File: src/rtl/ivt_pkg.sv
package ivt_pkg;

   typedef enum logic [2:0] {
      MODE_TERM    = 3'd0,
      MODE_ONESHOT = 3'd1,
      MODE_RATE    = 3'd2,
      MODE_SQUARE  = 3'd3,
      MODE_SWSTB   = 3'd4,
      MODE_HWSTB   = 3'd5
   } ivt_mode_e;

   // codes 6 and 7 alias the periodic modes
   function automatic ivt_mode_e fold_mode(input logic [2:0] raw);
      case (raw)
         3'd6:    fold_mode = MODE_RATE;
         3'd7:    fold_mode = MODE_SQUARE;
         default: fold_mode = ivt_mode_e'(raw);
      endcase
   endfunction

   // single-shot modes: readable count is a free wrapping down-counter
   function automatic logic is_single(input ivt_mode_e m);
      is_single = (m == MODE_TERM) || (m == MODE_ONESHOT) ||
                  (m == MODE_SWSTB) || (m == MODE_HWSTB);
   endfunction

   // gate rising edge restarts the count
   function automatic logic gate_restarts(input ivt_mode_e m);
      gate_restarts = (m == MODE_ONESHOT) || (m == MODE_RATE) ||
                      (m == MODE_SQUARE) || (m == MODE_HWSTB);
   endfunction

   // gate-started modes: count regardless of gate level, idle after a load
   function automatic logic gate_started(input ivt_mode_e m);
      gate_started = (m == MODE_ONESHOT) || (m == MODE_HWSTB);
   endfunction

endpackage

File: src/rtl/ivt_ctrl.sv
module ivt_ctrl
   import ivt_pkg::*;
#(
   parameter int WIDTH     = 16,
   parameter bit GATE_IDLE = 1'b1
) (
   input  logic             clk,
   input  logic             rst_n,
   input  logic             tick,
   input  logic             gate,
   input  logic             load,
   input  logic [WIDTH-1:0] load_value,
   input  logic [2:0]       load_mode,
   output ivt_mode_e        mode_q,
   output logic [WIDTH:0]   reload_q,
   output logic             gate_q,
   output logic             restart,
   output logic             arm,
   output logic [WIDTH:0]   start_value,
   output logic             advance
);

   localparam logic [WIDTH:0] FULL_RANGE = {1'b1, {WIDTH{1'b0}}};

   ivt_mode_e        new_mode;
   logic [WIDTH:0]   new_reload;
   logic             gate_rise;

   always_comb begin
      new_mode    = fold_mode(load_mode);
      new_reload  = (load_value == '0) ? FULL_RANGE : {1'b0, load_value};
      gate_rise   = gate & ~gate_q;
      // priority: load, then gate restart, then tick
      restart     = load | (gate_rise & gate_restarts(mode_q));
      arm         = load & gate_started(new_mode);
      start_value = load ? new_reload : reload_q;
      advance     = tick & ~restart & (gate | gate_started(mode_q));
   end

   always_ff @(posedge clk or negedge rst_n) begin
      if (!rst_n) begin
         mode_q   <= MODE_SQUARE;
         reload_q <= FULL_RANGE;
         gate_q   <= GATE_IDLE;
      end else begin
         gate_q <= gate;
         if (load) begin
            mode_q   <= new_mode;
            reload_q <= new_reload;
         end
      end
   end

   // a load is never accompanied by a counted tick
   a_r12_load_blocks_tick: assert property (@(posedge clk) disable iff (!rst_n)
      (load && tick) |-> !advance);

endmodule

File: src/rtl/ivt_elapsed.sv
module ivt_elapsed
   import ivt_pkg::*;
#(
   parameter int WIDTH = 16
) (
   input  logic             clk,
   input  logic             rst_n,
   input  ivt_mode_e        mode,
   input  logic [WIDTH:0]   reload,
   input  logic             restart,
   input  logic             arm,
   input  logic [WIDTH:0]   start_value,
   input  logic             advance,
   output logic [WIDTH:0]   elapsed_q,
   output logic [WIDTH-1:0] down_q,
   output logic             wrapped_q
);

   logic [WIDTH:0] past_end;
   logic [WIDTH:0] last_pos;

   always_comb begin
      past_end = reload + 1'b1;   // parking position of a finished single shot
      last_pos = reload - 1'b1;   // final position of a periodic cycle
   end

   always_ff @(posedge clk or negedge rst_n) begin
      if (!rst_n) begin
         elapsed_q <= '0;
         down_q    <= '0;
         wrapped_q <= 1'b0;
      end else if (restart) begin
         elapsed_q <= arm ? (start_value + 1'b1) : '0;
         down_q    <= start_value[WIDTH-1:0];
         wrapped_q <= 1'b0;
      end else if (advance) begin
         if (is_single(mode)) begin
            down_q <= down_q - 1'b1;
            if (elapsed_q != past_end)
               elapsed_q <= elapsed_q + 1'b1;
         end else begin
            wrapped_q <= 1'b1;
            elapsed_q <= (elapsed_q == last_pos) ? '0 : (elapsed_q + 1'b1);
         end
      end
   end

   // single-shot count steps down by one per counted tick, modulo 2^WIDTH
   a_r10_step_down: assert property (@(posedge clk) disable iff (!rst_n)
      (advance && !restart && is_single(mode)) |=> (down_q == WIDTH'($past(down_q) - 1'b1)));

endmodule

File: src/rtl/ivt_outdec.sv
module ivt_outdec
   import ivt_pkg::*;
#(
   parameter int WIDTH = 16
) (
   input  ivt_mode_e        mode,
   input  logic [WIDTH:0]   reload,
   input  logic [WIDTH:0]   elapsed,
   input  logic [WIDTH-1:0] down,
   input  logic             wrapped,
   input  logic             gate_q,
   output logic [WIDTH-1:0] count,
   output logic             level
);

   logic [WIDTH+1:0] twice;
   logic [WIDTH+1:0] reload_ext;
   logic [WIDTH-1:0] folded;
   logic [WIDTH:0]   half_high;

   always_comb begin
      twice      = {elapsed, 1'b0};
      reload_ext = {1'b0, reload};
      folded     = (twice >= reload_ext) ? WIDTH'(twice - reload_ext) : WIDTH'(twice);
      half_high  = (reload >> 1) + {{WIDTH{1'b0}}, reload[0]};

      case (mode)
         MODE_TERM, MODE_ONESHOT: begin
            level = (elapsed >= reload);
            count = down;
         end
         MODE_RATE: begin
            level = gate_q ? ~(wrapped & (elapsed == '0)) : 1'b1;
            count = reload[WIDTH-1:0] - elapsed[WIDTH-1:0];
         end
         MODE_SWSTB, MODE_HWSTB: begin
            level = (elapsed != reload);
            count = down;
         end
         default: begin
            level = gate_q ? (elapsed < half_high) : 1'b1;
            count = reload[WIDTH-1:0] - folded;
         end
      endcase
   end

endmodule

File: src/rtl/ivt_channel.sv
module ivt_channel
   import ivt_pkg::*;
#(
   parameter int WIDTH   = 16,
   parameter int CHANNEL = 0
) (
   input  logic             clk,
   input  logic             rst_n,
   input  logic             tick,
   input  logic             gate,
   input  logic             load,
   input  logic [WIDTH-1:0] load_value,
   input  logic [2:0]       load_mode,
   output logic [WIDTH-1:0] count,
   output logic             out
);

   localparam bit GATE_IDLE = (CHANNEL != 2);

   generate
      if (WIDTH < 2 || WIDTH > 30) begin : g_bad_width
         $error("ivt_channel: WIDTH out of supported range");
      end
      if (CHANNEL < 0 || CHANNEL > 2) begin : g_bad_channel
         $error("ivt_channel: CHANNEL must be 0, 1 or 2");
      end
   endgenerate

   ivt_mode_e        mode_q;
   logic [WIDTH:0]   reload_q;
   logic             gate_q;
   logic             restart;
   logic             arm;
   logic [WIDTH:0]   start_value;
   logic             advance;
   logic [WIDTH:0]   elapsed_q;
   logic [WIDTH-1:0] down_q;
   logic             wrapped_q;

   ivt_ctrl #(.WIDTH(WIDTH), .GATE_IDLE(GATE_IDLE)) u_ctrl (
      .clk         (clk),
      .rst_n       (rst_n),
      .tick        (tick),
      .gate        (gate),
      .load        (load),
      .load_value  (load_value),
      .load_mode   (load_mode),
      .mode_q      (mode_q),
      .reload_q    (reload_q),
      .gate_q      (gate_q),
      .restart     (restart),
      .arm         (arm),
      .start_value (start_value),
      .advance     (advance)
   );

   ivt_elapsed #(.WIDTH(WIDTH)) u_elapsed (
      .clk         (clk),
      .rst_n       (rst_n),
      .mode        (mode_q),
      .reload      (reload_q),
      .restart     (restart),
      .arm         (arm),
      .start_value (start_value),
      .advance     (advance),
      .elapsed_q   (elapsed_q),
      .down_q      (down_q),
      .wrapped_q   (wrapped_q)
   );

   ivt_outdec #(.WIDTH(WIDTH)) u_outdec (
      .mode    (mode_q),
      .reload  (reload_q),
      .elapsed (elapsed_q),
      .down    (down_q),
      .wrapped (wrapped_q),
      .gate_q  (gate_q),
      .count   (count),
      .level   (out)
   );

   // the cycle after a load the count shows the loaded value
   a_r12_load_shows_value: assert property (@(posedge clk) disable iff (!rst_n)
      load |=> (count == $past(load_value)));

   // with nothing to do the count holds
   a_r12_hold: assert property (@(posedge clk) disable iff (!rst_n)
      (!restart && !advance) |=> $stable(count));

   // terminal-count output stays high until the next load
   a_r3_sticky_high: assert property (@(posedge clk) disable iff (!rst_n)
      (mode_q == MODE_TERM && out && !load) |=> out);

   // the rate pulse lasts one counted tick
   a_r5_single_tick_pulse: assert property (@(posedge clk) disable iff (!rst_n)
      (mode_q == MODE_RATE && !out && advance && reload_q > 1) |=> out);

   // the strobe lasts one counted tick
   a_r7_single_tick_strobe: assert property (@(posedge clk) disable iff (!rst_n)
      ((mode_q == MODE_SWSTB || mode_q == MODE_HWSTB) && !out && advance) |=> out);

   // a low gate forces the periodic output high
   a_r9_gate_forces_high: assert property (@(posedge clk) disable iff (!rst_n)
      ((mode_q == MODE_RATE || mode_q == MODE_SQUARE) && !gate && !load) |=> out);

endmodule

File: config.mk
export PLATFORM = sky130hd
export DESIGN_NAME = ivt_channel
export DESIGN_NICKNAME = d
export VERILOG_FILES = /design/src/rtl/ivt_pkg.sv /design/src/rtl/ivt_ctrl.sv /design/src/rtl/ivt_elapsed.sv /design/src/rtl/ivt_outdec.sv /design/src/rtl/ivt_channel.sv
export SDC_FILE = /design/constraint.sdc
export NUM_CORES = 1
export LEC_CHECK = 0
export BUFFER_PORTS_ARGS = -buffer_cell sky130_fd_sc_hd__buf_4
export CAP_MARGIN = 20
export CORE_AREA = 3 3 117 119
export DETAILED_ROUTE_END_ITERATION = 7
export DIE_AREA = 0 0 120 122
export HOLD_SLACK_MARGIN = 0.05
export PLACE_DENSITY = 0.72
export SETUP_SLACK_MARGIN = 0.5
export SYNTH_ARGS = -nofsm -noshare
export SYNTH_HDL_FRONTEND = slang
export SYNTH_SLANG_ARGS = --single-unit
File: constraint.sdc
create_clock -name clk -period 13.8 [get_ports clk]
set_clock_uncertainty 0.1 [all_clocks]
set_input_delay 2.76 -clock clk [delete_from_list [all_inputs] [get_ports clk]]
set_output_delay 2.76 -clock clk [all_outputs]
set_load 0.05 [all_outputs]
==> impl_metrics.yaml, run 1 <==
clocking:
  clock_sinks: 55
  cts_tree: "built"
  post_cts_resized: 0
  postCtsSetupBuffers: 0
  clk_latency_ps: 300
  ctsHtreeMaxLevel: 2
  cts-buffers-inserted: 5
  cts_hold_buf: 0
  clock_tree.root_cell: "clkbuf_16"
  cts.path.max_buffers: 2
  clkTransAtPathRegs_ps: 70
placed_design:
  placedCellCount: 1070
  gp_congestion: 0.9319
  dp_hpwl_mm: 16.55
  port_buffers: 40
drt:
  wirelength_mm: 21.06
  drc: 0
  wl_per_cell_um: 19.52
  detail-route-antenna-nets: 0
  first_pass_iters: 5
  vias_per_cell: 6.311
  drtIter0Drc: 590
  num_vias: 6810
yosys:
  synthMuxAreaShare: 0.02889
  synthAdderAreaFrac: 0.1350
  synth_compound_area_frac: 0.2382
  synth_top_family_by_area: "compound AO/OA/AOI/OAI gates"
  ys_warn_count: 0
  synthCells: 904
  synth_edf_count: 0
  synthesis.nets: 1002
  synth-seq-area-share: 0.1981
  synth_flop_cell: "dfrtp_1"
  syn-cell-area_mm2: 0.006972
  synth_xor_area_frac: 0.1143
  ys_types: 68
  async_reset_ff_frac: 1.000
  synthSimpleGateAreaFrac: 0.2260
  avgSynthCellArea_um2: 7.712
  synth-seq-cells: 55
critical_path:
  max_stage_delay_ps: 620
  critPathCaptureType: "output port"
  slowest_stage: "dfrtp_1"
  startpoint: "u_ctrl.reload_q[2]"
  path_max_fanout: 19
  r2r_start: "u_ctrl.reload_q[2]"
  crit_type: "register to output port"
  critPathArrivalTime_ps: 6150
  cp-start-kind: "register"
  cp_cell_sequence: "inv_1 -> ha_1 -> a21oi_1 -> o211ai_1 -> a221o_1 -> o221ai_1 -> o21ai_2 -> buf_4 -> nor2_1 -> a211oi_1 -> a21oi_1 -> ha_1 -> o21ai_1 -> a21oi_1 -> o211ai_1 -> a211o_1 -> a31oi_1 -> a31oi_1 -> o21a_1 -> and2_1 -> a311o_1 -> buf_4"
  worst_path_most_repeated_cell: "a21oi_1"
  worstPathRequired_ps: 10940
floorplan:
  coreArea_mm2: 0.01267
  row_count: 41
  die_h_um: 122
  start_util: 0.5502
  dieArea_mm2: 0.01464
  ioPinCount: 41
  dieWidth_um: 120
sta:
  setup_tns_ps: 0
  tightest_slew_ps: 990.0
  rsz0062_at_grt: "no"
  hold_viol_final: 0
  slew_headroom: 0.3313
  fin_crit_sh: 0.6526
  fin_crit_ps: 9006
  fin_hold_ws_ps: 456.4
  setup-violations-final: 0
  slew_violations: 0
  clock.fmax_ghz: 0.1110
pwr:
  p_clk_frac: 0.149
  internal-power_mw: 0.4403
  power_density_mw_per_mm2: 112.3
  power_leakage_nw: 3.195
  combPwrFrac: 0.584
  swShare: 0.4767
  power.switching_mw: 0.4011
  ir_worst_vdd_uv: 120.1
  p_seq_frac: 0.267
final_layout:
  n_fill_cell: 1223
  layout-drive-gt1-share: 0.08490
  instances_no_fill: 1079
  layout.nets: 1004
  diodes: 0
  area_growth_pct: 7.412
  mostFrequentLayoutCells: "nor2_1 (74), ha_1 (72), xnor2_1 (68)"
  multi_input_area_mm2: 0.005202
  seq_area_mm2: 0.001381
  final_common_cell: "nor2_1"
grt:
  grt_usage: 0.2924
  antenna_found_initial: 0
  grt_pass1_vias: 6431
  grt_first_pass_wirelength_mm: 34.23
  overflow: 0
  grt_max_degree: 56
flow_run:
  maxCapViolations: 0
worst_hold_path:
  min-delay-start: "u_ctrl.mode_q[0]"
  holdCritPathClass: "register to register"
outcome:
  status: "finished, final reports clean"
## cell type report
cell class / count / share of cell area
clock buffers: 7 / 0.01771
well taps: 172 / 0.02874
clock inverters: 1 / 0.0006683
inverters: 53 / 0.02657
repair buffers: 46 / 0.04712
flip-flops and latches: 55 / 0.1845
multi-input cells: 745 / 0.6947
## metal layers
layer,global-route usage,wire length [um],vias to the layer above
met5,0,0,-
met4,0.09091,585,0
met3,0.02368,1374,40
met2,0.4686,9524,283
met1,0.4203,9579,3195
li1,-,-,3292
## power groups by stage
stage | sequential, mW | combinational (mW) | clock [mW]
2_1_floorplan | 0.200 | 0.379 | 0
3_3_place_gp | 0.226 | 0.480 | 0
3_5_place_dp | 0.227 | 0.480 | 0
4_1_cts | 0.223 | 0.485 | 0.128
5_1_grt | 0.230 | 0.541 | 0.131
6_report | 0.225 | 0.491 | 0.125
## worst paths after layout
check | end | slack [ps] | cells past startpoint
max | count[15] | 4790 | 22
min | u_ctrl.mode_q[0] | 460 | 2
max reg2reg | u_elapsed.elapsed_q[4] | 9940 | 9
min reg2reg | u_ctrl.mode_q[0] | 460 | 2
max in group asynchronous | u_elapsed.down_q[8] | 10700 | 1
min in group asynchronous | u_ctrl.reload_q[15] | 2420 | 1
## through the flow
stage	worst slack (ps)	cell area (um2)	utilization	power, mW
2_1_floorplan	5449	6972	-	0.5788
3_3_place_gp	5322	7336	0.5789	0.7056
3_5_place_dp	5230	7336	0.5789	0.7066
4_1_cts	4856	7473	0.5898	0.8367
5_1_grt	4328	7488	0.5910	0.9012
6_report	4794	7488	0.5910	0.8413
## Yosys cell counts (all sizes together) (10+ instances only)
cell type / count / area share
o21a: 12 / 0.013
a21oi: 55 / 0.039
nor3: 27 / 0.019
buf: 16 / 0.012
xor2: 23 / 0.029
a21o: 11 / 0.012
xnor2: 68 / 0.085
nand2b: 11 / 0.0099
nor4: 18 / 0.018
o211ai: 13 / 0.014
nand4: 14 / 0.013
dfrtp: 51 / 0.18
nor2: 74 / 0.040
nand2: 62 / 0.033
nor2b: 13 / 0.012
a22o: 11 / 0.014
ha: 72 / 0.13
nand3: 29 / 0.021
clkbuf: 35 / 0.019
o21ai: 68 / 0.049
mux2i: 10 / 0.014
and3: 23 / 0.021
inv: 53 / 0.029
## cells by family (layout without fill, tap and decap cells)
group | after synthesis | count (layout)
flops | 55 | 55
simple gates | 310 | 310
fa+ha+maj | 74 | 74
xor+xnor | 91 | 91
mux | 19 | 19
buf+inv | 104 | 107
compound gates | 251 | 251
## state kept, by name, indices dropped and copies added, names as in the netlist
name	flops
u_ctrl.reload_q	17
u_elapsed.elapsed_q	17
u_elapsed.down_q	16
u_ctrl.mode_q	3
u_ctrl.gate_q	1
u_elapsed.wrapped_q	1
## critical path, delay by kind of cell (launching register included)
kind | cells | cell delay (ps)
adders and majority gates | 2 | 800
buffers and inverters | 3 | 690
AOI/OAI and AO/OA | 15 | 3500
DFF | 1 | 620
and+or+nand+nor | 2 | 220
Power figures use the tool's default switching activity.
==> inputs of run 2 (changes only) <==
--- a/config.mk
+++ b/config.mk
@@ -5,11 +5,12 @@
 export SDC_FILE = /design/constraint.sdc
 export NUM_CORES = 1
 export LEC_CHECK = 0
+export ABC_AREA = 1
 export BUFFER_PORTS_ARGS = -buffer_cell sky130_fd_sc_hd__buf_4
 export CAP_MARGIN = 20
-export CORE_AREA = 3 3 117 119
+export CORE_AREA = 3 3 122 124
 export DETAILED_ROUTE_END_ITERATION = 7
-export DIE_AREA = 0 0 120 122
+export DIE_AREA = 0 0 125 127
 export HOLD_SLACK_MARGIN = 0.05
 export PLACE_DENSITY = 0.72
 export SETUP_SLACK_MARGIN = 0.5
==> constraint.sdc (replaced) <==
create_clock -name clk -period 8.7 [get_ports clk]
set_clock_uncertainty 0.1 [all_clocks]
set_input_delay 1.74 -clock clk [delete_from_list [all_inputs] [get_ports clk]]
set_output_delay 1.74 -clock clk [all_outputs]
set_load 0.05 [all_outputs]
==> run 2 against run 1 <==
Against the previous run: non-clock buffer count fell by 3; first-iteration DRC count is 64% higher; core utilization fell by 0.91 points; hold slack worse by 29 ps; count of clock-buffer cells in the layout is 2 lower; sequential share of layout area down 1.3 points; clock power rose by 70%; highest routed layer unchanged; power is 62% higher; sequential power increased by 54%; design area grew 7.9%; combinational power increased by 64%.
==> impl_metrics.yaml, run 2 <==
critical_path:
  slowest_stage: "nand4_1"
  crit_type: "register to output port"
  worstPathRequired_ps: 6860
  rr_worst_depth: 10
  cp_cell_sequence: "inv_1 -> ha_1 -> nand2_1 -> inv_1 -> nand2_1 -> nand2_1 -> a21oi_1 -> nand4_1 -> o21ai_0 -> o21ai_0 -> fa_1 -> nand2_1 -> nand2_1 -> nand2_1 -> nand2_1 -> a21oi_1 -> o21ai_0 -> a21boi_0 -> inv_1 -> or2_2 -> nand3_1 -> o21ai_0 -> buf_4"
  r2r-end: "u_elapsed.elapsed_q[0]"
  endpoint: "count[10]"
  path_max_fanout: 14
  startpoint: "u_ctrl.reload_q[13]"
  r2r_slack_ps: 5230
  r2r_start: "u_ctrl.mode_q[1]"
  cp-start-kind: "register"
  critPathArrivalTime_ps: 5320
  critPathCaptureType: "output port"
  max_stage_delay_ps: 620
  worst_path_most_repeated_cell: "nand2_1"
yosys:
  synth_flop_cell: "dfrtp_1"
  yosys-top-cells-area: "nand2_1 (19%), dfrtp_1 (17%), ha_1 (12%)"
  synthesis.nets: 1335
  synth-seq-cells: 55
  synth_top_area_cell: "nand2_1"
  synth-seq-area-share: 0.1819
  synth_edf_count: 0
  syn-cell-area_mm2: 0.007594
  synth_top_area_share: 0.1873
  synth.most_common_cell: "nand2_1"
  ys_warn_count: 0
  synth_commonest_cells: "nand2_1 (379), inv_1 (134), nor2_1 (111)"
  async_reset_ff_frac: 1.000
  avgSynthCellArea_um2: 6.139
  ys_types: 48
  synthCells: 1237
grt:
  antenna_found_initial: 0
  overflow: 0
  grt_first_pass_wirelength_mm: 42.64
  grt_usage: 0.3363
  grt_pass1_vias: 7838
  grt_max_degree: 56
floorplan:
  dieArea_mm2: 0.01588
  row_count: 43
  coreArea_mm2: 0.01388
  start_util: 0.5471
  ioPinCount: 41
  dieWidth_um: 125
  die_h_um: 127
pwr:
  power_mw: 1.367
  power_density_mw_per_mm2: 169.2
  power_leakage_nw: 4.105
  ir_worst_vdd_uv: 140.2
clocking:
  ctsHtreeMaxLevel: 2
  clock_sinks: 55
  clk_latency_ps: 310
  postCtsSetupBuffers: 0
  cts-buffers-inserted: 5
  post_cts_resized: 0
  cts_tree: "built"
  cts_hold_buf: 0
  clkTransAtPathRegs_ps: 80
  clock_tree.root_cell: "clkbuf_16"
  cts.path.max_buffers: 2
final_layout:
  layout.nets: 1347
  instances_no_fill: 1430
  mostFrequentLayoutCells: "nand2_1 (379), inv_1 (134), nor2_1 (111)"
  finish.utilization: 0.5819
  area_growth_pct: 6.377
  multi_input_area_mm2: 0.005474
  diodes: 0
  seq_area_mm2: 0.001381
  n_fill_cell: 1456
  top_regs: "u_ctrl.reload_q x17, u_elapsed.elapsed_q x17, u_elapsed.down_q x16"
  layout-drive-gt1-share: 0.07600
  final_common_cell: "nand2_1"
sta:
  fin_crit_ps: 7164
  fin_hold_ws_ps: 427.7
  setup-violations-final: 0
  rsz0062_at_grt: "no"
  setup_tns_ps: 0
  slew_headroom: 0.4874
  slew_violations: 0
  hold_viol_final: 0
  fin_crit_sh: 0.8235
  clock.fmax_ghz: 0.1396
  tightest_slew_ps: 759.3
drt:
  vias_per_cell: 5.900
  wirelength_mm: 27.20
  wl_per_cell_um: 19.02
  first_pass_iters: 8
  detail-route-antenna-nets: 0
  drc: 0
  num_vias: 8437
  drtIter0Drc: 970
placed_design:
  placedCellCount: 1421
  port_buffers: 40
  gp_congestion: 0.9926
  dp_hpwl_mm: 21.63
outcome:
  status: "finished, final reports clean"
worst_hold_path:
  holdCritPathClass: "register to register"
flow_run:
  maxCapViolations: 0
==> run 2: logic make-up after synthesis <==
family / synth area share
AND/OR/NAND/NOR: 0.3772
AO/OA/AOI/OAI: 0.1503
buffers and inverters: 0.09721
adder cells (fa/ha/maj): 0.1239
XOR/XNOR: 0.06805
flip-flops: 0.1819
multiplexers: 0.001483
==> run 2: worst min-delay path by stage <==
| stage | slack (ps) | depth (start not counted) | startpoint | to |
|---|---|---|---|---|
| after floorplan | 360 | 1 | u_elapsed.wrapped_q | u_elapsed.wrapped_q |
| after global routing | 470 | 2 | u_elapsed.down_q[14] | u_elapsed.down_q[14] |
| after global placement | 400 | 2 | u_elapsed.down_q[14] | u_elapsed.down_q[14] |
| final | 430 | 2 | u_elapsed.down_q[14] | u_elapsed.down_q[14] |
| after detailed placement | 410 | 2 | u_elapsed.down_q[14] | u_elapsed.down_q[14] |
| after CTS | 430 | 2 | u_elapsed.down_q[14] | u_elapsed.down_q[14] |
==> run 2: power breakdown <==
part / total, mW / switching (mW) / leakage (nW) / internal (mW)
Clock: 0.212 / 0.105 / 0.0658 / 0.107
Combinational: 0.807 / 0.542 / 3.35 / 0.265
Sequential: 0.347 / 0.0638 / 0.689 / 0.284
==> run 2: per-layer routing <==
metal,track usage,share of wire,wire length [um]
met2,0.5346,0.44,12030
met4,0.1371,0.043,1162
met3,0.02759,0.083,2259
met5,0,0,0
met1,0.4754,0.43,11750
==> run 2: cell type report <==
class	instances	share of cell area
Tap cell	180	0.02788
Inverter	141	0.06552
Multi-Input combinational cell	1003	0.6777
Clock inverter	3	0.002478
Clock buffer	5	0.01549
Sequential cell	55	0.1710
Timing Repair Buffer	43	0.03996
==> run 2: critical path: cells and delay by family (launching register included) <==
family	cells	cell delay [ps]
adders and majority gates	2	850
and+or+nand+nor	10	1550
DFF	1	540
buffers and inverters	4	610
AOI/OAI and AO/OA	7	1480
==> run 2: per-stage QoR <==
stage | setup WS (ps) | instance area, um2
floorplan | 2254 | 7594
global placement | 2076 | 7925
detailed placement | 1982 | 7925
CTS | 1632 | 8070
global route | 1145 | 8078
finish | 1536 | 8078
==> inputs of run 3 (changes only) <==
--- a/config.mk
+++ b/config.mk
@@ -5,14 +5,14 @@
 export SDC_FILE = /design/constraint.sdc
 export NUM_CORES = 1
 export LEC_CHECK = 0
-export ABC_AREA = 1
+export ABC_AREA = 0
 export BUFFER_PORTS_ARGS = -buffer_cell sky130_fd_sc_hd__buf_4
 export CAP_MARGIN = 20
-export CORE_AREA = 3 3 122 124
+export CORE_AREA = 3 3 117 119
 export DETAILED_ROUTE_END_ITERATION = 7
-export DIE_AREA = 0 0 125 127
+export DIE_AREA = 0 0 120 122
 export HOLD_SLACK_MARGIN = 0.05
-export PLACE_DENSITY = 0.72
+export PLACE_DENSITY = 0.75
 export SETUP_SLACK_MARGIN = 0.5
 export SYNTH_ARGS = -nofsm -noshare
 export SYNTH_HDL_FRONTEND = slang
==> constraint.sdc (replaced) <==
create_clock -name clk -period 6.4 [get_ports clk]
set_clock_uncertainty 0.1 [all_clocks]
set_input_delay 1.28 -clock clk [delete_from_list [all_inputs] [get_ports clk]]
set_output_delay 1.28 -clock clk [all_outputs]
set_load 0.05 [all_outputs]
==> run 3 against run 2 <==
Against the previous run: core utilization rose by 7.6 points; design area rose by 3.2%; global-route usage fell by 1.8 points; hold slack improved by 34 ps; via count fell by 14%; flip-flop and latch count did not move; worst setup slack got worse by 1400 ps; critical endpoint is now count[15]; largest cell class unchanged.
==> impl_metrics.yaml, run 3 (synthesis results as in run 1) <==
grt:
  grt_pass1_vias: 6941
  grt_first_pass_wirelength_mm: 36.87
  grt_usage: 0.3185
  overflow: 0
  grt_max_degree: 56
  antenna_found_initial: 0
final_layout:
  area_growth_pct: 19.54
  layout.nets: 1066
  layout-drive-gt1-share: 0.1909
  top_regs: "u_ctrl.reload_q x17, u_elapsed.elapsed_q x17, u_elapsed.down_q x16"
  final_common_cell: "buf_4"
  diodes: 0
  mostFrequentLayoutCells: "buf_4 (92), nor2_1 (71), xnor2_1 (67)"
sta:
  fin_crit_ps: 6273
  fin_ws_ps: 126.9
  setup-violations-final: 0
  setup_tns_ps: 0
  slew_violations: 0
  clock.fmax_ghz: 0.1594
  hold_viol_final: 0
  fin_crit_sh: 0.9802
  tightest_slew_ps: 859.9
  rsz0062_at_grt: "yes"
  slew_headroom: 0.4242
  fin_hold_ws_ps: 462.2
drt:
  num_vias: 7262
  first_pass_iters: 6
  drtIter0Drc: 686
  wl_per_cell_um: 20.51
  detail-route-antenna-nets: 0
  drc: 0
  wirelength_mm: 23.40
  vias_per_cell: 6.365
clocking:
  clk_latency_ps: 310
  clkTransAtPathRegs_ps: 80
  cts_hold_buf: 0
  clock_sinks: 55
  cts-buffers-inserted: 5
  ctsHtreeMaxLevel: 2
  cts.path.max_buffers: 2
  cts_tree: "built"
  clock_tree.root_cell: "clkbuf_16"
critical_path:
  critPathCaptureType: "output port"
  path_max_fanout: 5
  critPathArrivalTime_ps: 4890
  worstPathRequired_ps: 5020
  crit_type: "register to output port"
  cp-start-kind: "register"
floorplan:
  start_util: 0.5502
  dieWidth_um: 120
  die_h_um: 122
  coreArea_mm2: 0.01267
  row_count: 41
  ioPinCount: 41
  dieArea_mm2: 0.01464
outcome:
  status: "finished, final reports clean"
placed_design:
  gp_congestion: 1.010
  preCtsSetupSlack_ps: 73.47
  port_buffers: 40
  dp_hpwl_mm: 17.56
pwr:
  ir_worst_vdd_uv: 255.6
  power_leakage_nw: 3.573
  power_density_mw_per_mm2: 259.2
flow_run:
  maxCapViolations: 0
worst_hold_path:
  holdCritPathClass: "register to register"
==> run 3: cell count changes in the layout (fill, tap and decap cells not counted), sizes merged, moves of 48 or more <==
cell   change
buf       +64
inv       -86
nand2    -324
nand3     -67
nor2      -48
xnor2     +55
==> run 3: worst max-delay path, stage by stage, from the launching register on <==
cell	delay (ps)
dfrtp_2	390
inv_4	50
fa_2	420
a21oi_4	180
o211ai_1	150
a221o_1	380
o221ai_2	210
o21ai_4	120
buf_6	190
buf_4	130
nand2_1	40
o21ai_0	70
nand2_1	80
o21ai_0	230
ha_1	430
nand2_1	80
a211o_1	290
a31oi_4	200
a31oi_4	110
o21a_1	200
and2_1	150
a311o_2	320
buf_6	160
==> run 3: layout make-up <==
cell class	count	area, um2
Clock inverter	3	47.55
Fill cell	1057	4337
Clock buffer	5	125.1
Sequential cell	55	1388
Timing Repair Buffer	108	885.9
Inverter	53	203.9
Tap cell	172	215.2
Multi-Input combinational cell	745	5469
==> run 3: path summary, 6_finish.rpt <==
kind                                     from                       to  slack (ps)  depth (start not counted)
min in group asynchronous               rst_n     u_elapsed.down_q[13]         940                          1
min                          u_ctrl.mode_q[0]         u_ctrl.mode_q[0]         460                          2
min reg2reg                  u_ctrl.mode_q[0]         u_ctrl.mode_q[0]         460                          2
max                        u_ctrl.reload_q[1]                count[15]         130                         22
max in group asynchronous               rst_n   u_elapsed.elapsed_q[0]        4710                          1
max reg2reg                u_ctrl.reload_q[1]  u_elapsed.elapsed_q[12]        2100                         12
==> run 3: routing by layer <==
layer	part of all wire	vias to the layer above	global-route usage
li1	-	3429	-
met1	0.41	3386	0.4183
met2	0.44	382	0.4988
met3	0.10	65	0.07474
met4	0.046	0	0.1453
met5	0	-	0
==> run 3: repair_timing <==
item,CTS,global route
resized for setup,34,29
pin swaps,26,12
setup buffers,22,7
cloned,2,0
endpoints found under the setup margin,9,10
endpoints found under the hold margin,0,0
==> run 3: report_power, final <==
| part | internal [mW] | switching [mW] |
|---|---|---|
| Sequential | 0.387 | 0.0389 |
| Combinational | 0.596 | 0.805 |
| Clock | 0.187 | 0.146 |
| Total | 1.17 | 0.989 |
==> run 3: through the flow <==
stage / utilization / instances / area (um2) / total power, mW
2_1_floorplan: - / 904 / 7069 / 1.277
6_report: 0.6577 / 1141 / 8334 / 2.160
3_3_place_gp: 0.6044 / 1102 / 7659 / 1.581
3_5_place_dp: 0.6044 / 1102 / 7659 / 1.589
5_1_grt: 0.6577 / 1141 / 8334 / 2.284
4_1_cts: 0.6441 / 1134 / 8162 / 2.053
